==> src/rtl/xfm_pkg.sv <==
package xfm_pkg;

  // growth in bits of one 1-D pass (largest row magnitude sum is 6)
  localparam int PASS_GROW = 3;

  typedef enum logic [1:0] {
    XF_FWD  = 2'b00,
    XF_INV  = 2'b01,
    XF_FHAD = 2'b10,
    XF_IHAD = 2'b11
  } xfm_mode_e;

  // strobes from control to datapath
  typedef struct packed {
    logic capture;  // first pass: row results go into feedback bank
    logic phase2;   // PEs read the transposed feedback bank
    logic finish;   // column results go into the output register
  } xfm_ctrl_t;

endpackage

==> src/rtl/xfm_pe.sv <==
module xfm_pe
  import xfm_pkg::*;
#(
  parameter int IN_W  = 19,
  parameter int OUT_W = IN_W + PASS_GROW
) (
  input  xfm_mode_e                mode,
  input  logic [3:0][IN_W-1:0]     vecIn,
  output logic [3:0][OUT_W-1:0]    vecOut
);

  localparam int EXT_W = OUT_W - IN_W;

  logic signed [OUT_W-1:0] opA, opB, opC, opD;
  logic signed [OUT_W-1:0] st0, st1, st2, st3;

  assign opA = {{EXT_W{vecIn[0][IN_W-1]}}, vecIn[0]};
  assign opB = {{EXT_W{vecIn[1][IN_W-1]}}, vecIn[1]};
  assign opC = {{EXT_W{vecIn[2][IN_W-1]}}, vecIn[2]};
  assign opD = {{EXT_W{vecIn[3][IN_W-1]}}, vecIn[3]};

  // first butterfly stage: the inverse pairs differently and uses half taps
  always_comb begin
    if (mode == XF_INV) begin
      st0 = opA + opC;
      st1 = opA - opC;
      st2 = (opB >>> 1) - opD;
      st3 = opB + (opD >>> 1);
    end else begin
      st0 = opA + opD;
      st1 = opA - opD;
      st2 = opB + opC;
      st3 = opB - opC;
    end
  end

  // second butterfly stage
  always_comb begin
    unique case (mode)
      XF_FWD: begin
        vecOut[0] = st0 + st2;
        vecOut[1] = (st1 <<< 1) + st3;
        vecOut[2] = st0 - st2;
        vecOut[3] = st1 - (st3 <<< 1);
      end
      XF_INV: begin
        vecOut[0] = st0 + st3;
        vecOut[1] = st1 + st2;
        vecOut[2] = st1 - st2;
        vecOut[3] = st0 - st3;
      end
      default: begin
        vecOut[0] = st0 + st2;
        vecOut[1] = st1 + st3;
        vecOut[2] = st0 - st2;
        vecOut[3] = st1 - st3;
      end
    endcase
  end

endmodule

==> src/rtl/xfm_ctrl.sv <==
module xfm_ctrl
  import xfm_pkg::*;
(
  input  logic      clk,
  input  logic      rstN,
  input  logic      startIn,
  input  xfm_mode_e modeIn,
  output xfm_ctrl_t ctrl,
  output xfm_mode_e peMode
);

  logic      busy;
  xfm_mode_e modeHeld;

  assign ctrl.capture = startIn && !busy;
  assign ctrl.phase2  = busy;
  assign ctrl.finish  = busy;
  assign peMode       = busy ? modeHeld : modeIn;

  always_ff @(posedge clk or negedge rstN) begin
    if (!rstN) begin
      busy     <= 1'b0;
      modeHeld <= XF_FWD;
    end else begin
      busy <= ctrl.capture;
      if (ctrl.capture) modeHeld <= modeIn;
    end
  end

  AST_SECOND_PASS_ONE_CYCLE: assert property (@(posedge clk) disable iff (!rstN)
    busy |=> !busy);

  AST_MODE_KEPT: assert property (@(posedge clk) disable iff (!rstN)
    busy |-> (peMode == $past(modeIn)));

endmodule

==> src/rtl/xfm_datapath.sv <==
module xfm_datapath
  import xfm_pkg::*;
#(
  parameter int DATA_W = 16,
  parameter int MID_W  = DATA_W + PASS_GROW,
  parameter int RES_W  = MID_W + PASS_GROW
) (
  input  logic                  clk,
  input  logic                  rstN,
  input  xfm_ctrl_t             ctrl,
  input  xfm_mode_e             peMode,
  input  logic [16*DATA_W-1:0]  blkIn,
  output logic                  validOut,
  output logic [16*RES_W-1:0]   blkOut
);

  localparam int PAD_W = MID_W - DATA_W;

  logic [3:0][3:0][MID_W-1:0] inRow;   // [row][col], sign-extended input
  logic [3:0][3:0][MID_W-1:0] fbReg;   // [row][col], first-pass results
  logic [3:0][3:0][MID_W-1:0] peIn;    // [pe][elem]
  logic [3:0][3:0][RES_W-1:0] peOut;   // [pe][elem]
  logic [3:0][3:0][RES_W-1:0] resReg;  // [row][col]

  for (genvar r = 0; r < 4; r++) begin : g_row
    for (genvar c = 0; c < 4; c++) begin : g_col
      localparam int IDX = 4 * r + c;
      assign inRow[r][c] = {{PAD_W{blkIn[IDX*DATA_W + DATA_W-1]}},
                            blkIn[IDX*DATA_W +: DATA_W]};
      // PE r takes row r in pass one and column r (transposed bank) in pass two
      assign peIn[r][c] = ctrl.phase2 ? fbReg[c][r] : inRow[r][c];
      assign blkOut[IDX*RES_W +: RES_W] = resReg[r][c];

      AST_PASS1_FIT: assert property (@(posedge clk) disable iff (!rstN)
        ctrl.capture |-> ((peOut[r][c][RES_W-1:MID_W-1] == '0) ||
                          (peOut[r][c][RES_W-1:MID_W-1] == '1)));
    end
  end

  for (genvar p = 0; p < 4; p++) begin : g_pe
    xfm_pe #(
      .IN_W  (MID_W),
      .OUT_W (RES_W)
    ) i_pe (
      .mode   (peMode),
      .vecIn  (peIn[p]),
      .vecOut (peOut[p])
    );
  end

  always_ff @(posedge clk or negedge rstN) begin
    if (!rstN) begin
      fbReg    <= '0;
      resReg   <= '0;
      validOut <= 1'b0;
    end else begin
      validOut <= ctrl.finish;
      for (int p = 0; p < 4; p++) begin
        for (int e = 0; e < 4; e++) begin
          if (ctrl.capture) fbReg[p][e] <= peOut[p][e][MID_W-1:0];
          if (ctrl.finish)  resReg[e][p] <= peOut[p][e];
        end
      end
    end
  end

  AST_HOLD_BETWEEN_PULSES: assert property (@(posedge clk) disable iff (!rstN)
    !validOut |-> $stable(blkOut));

endmodule

==> src/rtl/xfm4_core.sv <==
module xfm4_core
  import xfm_pkg::*;
#(
  parameter int DATA_W = 16,
  localparam int MID_W = DATA_W + PASS_GROW,
  localparam int RES_W = MID_W + PASS_GROW
) (
  input  logic                 clk,
  input  logic                 rstN,
  input  logic                 startIn,
  input  logic [1:0]           modeIn,
  input  logic [16*DATA_W-1:0] blkIn,
  output logic                 validOut,
  output logic [16*RES_W-1:0]  blkOut
);

  xfm_ctrl_t ctrl;
  xfm_mode_e peMode;

  xfm_ctrl i_ctrl (
    .clk     (clk),
    .rstN    (rstN),
    .startIn (startIn),
    .modeIn  (xfm_mode_e'(modeIn)),
    .ctrl    (ctrl),
    .peMode  (peMode)
  );

  xfm_datapath #(
    .DATA_W (DATA_W),
    .MID_W  (MID_W),
    .RES_W  (RES_W)
  ) i_dp (
    .clk      (clk),
    .rstN     (rstN),
    .ctrl     (ctrl),
    .peMode   (peMode),
    .blkIn    (blkIn),
    .validOut (validOut),
    .blkOut   (blkOut)
  );

  AST_LATENCY_TWO: assert property (@(posedge clk) disable iff (!rstN)
    ctrl.capture |=> ##1 validOut);

  AST_SINGLE_PULSE: assert property (@(posedge clk) disable iff (!rstN)
    validOut |=> !validOut);

endmodule

==> config.mk <==
export PLATFORM = sky130hd
export DESIGN_NAME = xfm4_core
export DESIGN_NICKNAME = d
export VERILOG_FILES = /design/src/rtl/xfm_pkg.sv /design/src/rtl/xfm_pe.sv /design/src/rtl/xfm_ctrl.sv /design/src/rtl/xfm_datapath.sv /design/src/rtl/xfm4_core.sv
export SDC_FILE = /design/constraint.sdc
export NUM_CORES = 2
export LEC_CHECK = 0
export BUFFER_PORTS_ARGS = -buffer_cell sky130_fd_sc_hd__buf_4
export CORE_UTILIZATION = 30
export CTS_BUF_LIST = sky130_fd_sc_hd__clkbuf_8
export DETAILED_ROUTE_END_ITERATION = 10
export SYNTH_ARGS = -nofsm -noshare
export SYNTH_HDL_FRONTEND = slang
export SYNTH_SLANG_ARGS = --single-unit
==> constraint.sdc <==
create_clock -name clk -period 23.7 [get_ports clk]
set_input_delay 4.74 -clock clk [delete_from_list [all_inputs] [get_ports clk]]
set_output_delay 4.74 -clock clk [all_outputs]
set_load 0.005 [all_outputs]
==> impl_metrics.py <==
metrics = {
    "die": {
        "die_h_microns": 515.5,
        "core-area_sq_mm": 0.2623,
        "die_w_microns": 515.5,
        "die_area_sq_mm": 0.2657,
        "start_util": 0.3016,
        "row_count": 188,
        "ioPinCount": 614,
    },
    "sta": {
        "rsz0062_at_grt": "false",
        "period_share": 0.5006,
        "whs_ps": 473.0,
        "min_period_ps": 11860,
        "hold_viol": 0,
        "relSlewSlack": 0.07615,
        "fin_ws_ps": 11840,
        "fmax_mhz": 84.28,
        "final_max_slew_viol_count": 0,
        "fin_setup_tns_ps": 0,
        "fin_skew_ps": 71.42,
        "worst_pin_slew_ps": 1377,
        "setup_viol": 0,
    },
    "setup_path": {
        "endpoint": "i_dp.blkOut[216]$_DFFE_PN0P_",
        "crit_family": "compound AO/OA/AOI/OAI gates",
        "crit_type": "input pin to flip-flop",
        "cp.arrival_ps": 12700,
        "path_buf_inv": 6,
        "crit_top_cell": "a21oi_1",
        "crit_cells": 31,
        "r2r-end": "i_dp.fbReg[265]$_DFFE_PN0P_",
        "r2r_start": "i_ctrl.busy$_DFF_PN0_",
        "crit_start": "modeIn[0]",
        "crit_required_ps": 24530,
        "critPathCaptureType": "flip-flop",
        "crit_fanout": 105,
        "cp-start-kind": "input pin",
        "cpPeakStageDelay_ps": 720,
        "rrSetupSlack_ps": 13150,
        "reg2regPathDepth": 27,
        "crit_slowest_cell": "buf_4",
    },
    "synthesis": {
        "syn_nets": 11560,
        "ys_types": 103,
        "yosysWarnings": 0,
        "synth_ff_type": "dfrtp_1",
        "synth_top_family_by_area": "compound AO/OA/AOI/OAI gates",
        "synth-simple-area-share": 0.1715,
        "synth_area_leaders": "dfrtp_1 (21%), ha_1 (16%), a21oi_1 (6.7%)",
        "ys_seq_elements": 660,
        "post_synth_fa_ha_maj_area_fraction": 0.1775,
        "yosysSeqAreaShare": 0.2088,
        "synth-edff-count": 0,
        "synth_compound_area_frac": 0.2474,
        "synth_top_area_cell": "dfrtp_1",
        "synthMuxAreaShare": 0.05128,
        "yosysTopAreaCellShare": 0.2088,
        "async_flop_share": 1.000,
        "netlist_area_sq_mm": 0.07910,
        "synthXorXnorAreaFrac": 0.09542,
        "avgSynthCellArea_sq_um": 7.743,
        "synth_cells": 10220,
    },
    "clock_network": {
        "h-tree-depth": 4,
        "clk_latency_ps": 970,
        "cts_buffers": 133,
        "cts_resized": 0,
        "clockRootBuffer": "clkbuf_8",
        "clk_pin_slew_ps": 50,
        "cts.sinks": 660,
        "cts_tree": "yes",
        "cts_buffer_depth": 3,
        "post_cts_buffers": 0,
        "holdBufCountCts": 0,
    },
    "detailed_routing": {
        "drc": 0,
        "wl_per_cell_microns": 25.36,
        "drt-initial-drc-count": 8468,
        "dr.pass1.iters": 6,
        "totalWireLength_microns": 362600,
        "viasPerCell": 5.460,
        "vias": 78050,
        "ant_nets": 0,
    },
    "status": {
        "outcome": "finished clean",
    },
    "grt": {
        "grt_pass1_vias": 72780,
        "gr-total-overflow": 0,
        "grt_max_degree": 152,
        "grtUsageTotal": 0.2641,
        "grt_first_pass_wirelength_microns": 509300,
        "grt_antenna_before_repair": 53,
    },
    "cells_and_area": {
        "design_area_sq_mm": 0.09041,
        "drive_gt1_frac": 0.1224,
        "final_nets": 12000,
        "syn2layout_area_growth_pct": 14.30,
    },
    "placement": {
        "gp_congestion": 1.012,
        "place_ws_ps": 11110,
        "placed_area_sq_mm": 0.08745,
        "dp_hpwl_microns": 300100,
        "port_buffers": 613,
    },
    "run": {
        "maxCapViolCount": 0,
    },
    "hold_path": {
        "min_path_type": "flip-flop to flip-flop",
        "holdPathStages": 2,
    },
}
[cell type report]
class | count | area [sq um]
fill | 27930 | 171900
timing repair buffer | 726 | 5570
sequential | 660 | 16520
clock buffer | 165 | 2271
inverter | 555 | 2088
multi-input combinational | 8587 | 58880
clock inverter | 72 | 648.1
tap | 3515 | 4398
antenna | 16 | 40.04
[through the flow]
stage          cells    util
3_5_place_dp   14040  0.3334
6_report       14300  0.3447
3_3_place_gp   14040  0.3334
2_1_floorplan  10220       -
4_1_cts        14280  0.3446
5_1_grt        14290  0.3446
[cell usage in the layout, fill, tap and decap left out, types with 165 or more instances in the layout]
| master | n |
|---|---|
| nand2_1 | 1167 |
| dfrtp_1 | 659 |
| buf_4 | 716 |
| mux2_2 | 250 |
| a21oi_1 | 1066 |
| ha_1 | 1027 |
| clkbuf_8 | 165 |
| xnor2_1 | 595 |
| o21ai_0 | 831 |
| nor3_1 | 221 |
| nor2_1 | 951 |
| inv_1 | 580 |
| xor2_1 | 263 |
| a21o_1 | 275 |
| o21a_1 | 176 |
[flip-flops by register name (all words and copies together), names as in the netlist]
signal and cells:
i_ctrl.busy 1, i_ctrl.modeHeld 2, i_dp.blkOut 352, i_dp.fbReg 304
i_dp.validOut 1
[worst min path at each step]
stage | from | endpoint
after floorplan | i_ctrl.busy$_DFF_PN0_ | i_dp.validOut$_DFF_PN0_
after global placement | i_dp.fbReg[47]$_DFFE_PN0P_ | i_dp.fbReg[47]$_DFFE_PN0P_
after detailed placement | i_dp.fbReg[39]$_DFFE_PN0P_ | i_dp.fbReg[39]$_DFFE_PN0P_
after CTS | i_dp.fbReg[211]$_DFFE_PN0P_ | i_dp.fbReg[211]$_DFFE_PN0P_
after global routing | i_dp.fbReg[61]$_DFFE_PN0P_ | i_dp.fbReg[61]$_DFFE_PN0P_
final | i_dp.fbReg[67]$_DFFE_PN0P_ | i_dp.fbReg[67]$_DFFE_PN0P_
[cell usage after synthesis, types with 50 or more instances]
library cell,n
nand3_1,127
o21bai_1,142
a21oi_1,1066
nor2b_1,122
o31ai_1,50
o21a_1,177
mux2_2,250
nor3_1,222
inv_1,553
a21o_1,275
a31oi_1,103
clkbuf_1,276
xor2_1,263
mux2i_1,121
a211oi_1,64
fa_1,52
o21ai_0,853
dfrtp_1,660
nand2_1,1168
or3_1,80
nand2b_1,130
and2_1,50
and3_1,51
xnor2_1,595
ha_1,1027
nor2_1,956
buf_2,85
[cell families after synthesis]
family | after synthesis
AO/OA/AOI/OAI | 3198
AND/OR/NAND/NOR | 3063
adder cells (fa/ha/maj) | 1093
buffers and inverters | 969
XOR/XNOR | 860
flip-flops | 660
multiplexers | 373
[routing by layer]
metal	global-route usage	up-vias	part of all wire
li1	-	37130	-
met1	0.3527	37120	0.43
met2	0.3922	3242	0.42
met3	0.05728	531	0.090
met4	0.1455	30	0.061
met5	0	-	0.00056
[worst register-to-register path, stage by stage, from the launching register on]
cell,delay [ps]
dfrtp_4,660
buf_12,530
buf_4,850
buf_4,570
buf_4,650
mux2_2,620
inv_1,230
ha_1,250
nand3_1,330
or3_1,450
a21oi_1,170
a21oi_1,80
ha_1,410
and3_1,290
and3_1,220
a211oi_1,120
o41ai_1,990
xnor2_1,340
o21ai_0,280
ha_1,360
a211o_1,340
nor2b_1,130
o21ai_0,170
inv_1,60
a211oi_1,390
xnor2_1,110
a21oi_1,600
o21ai_0,180
Power is left out: the tool's default activity adds up to more than one toggle a clock period on the data nets, which glitch-free logic cannot reach.
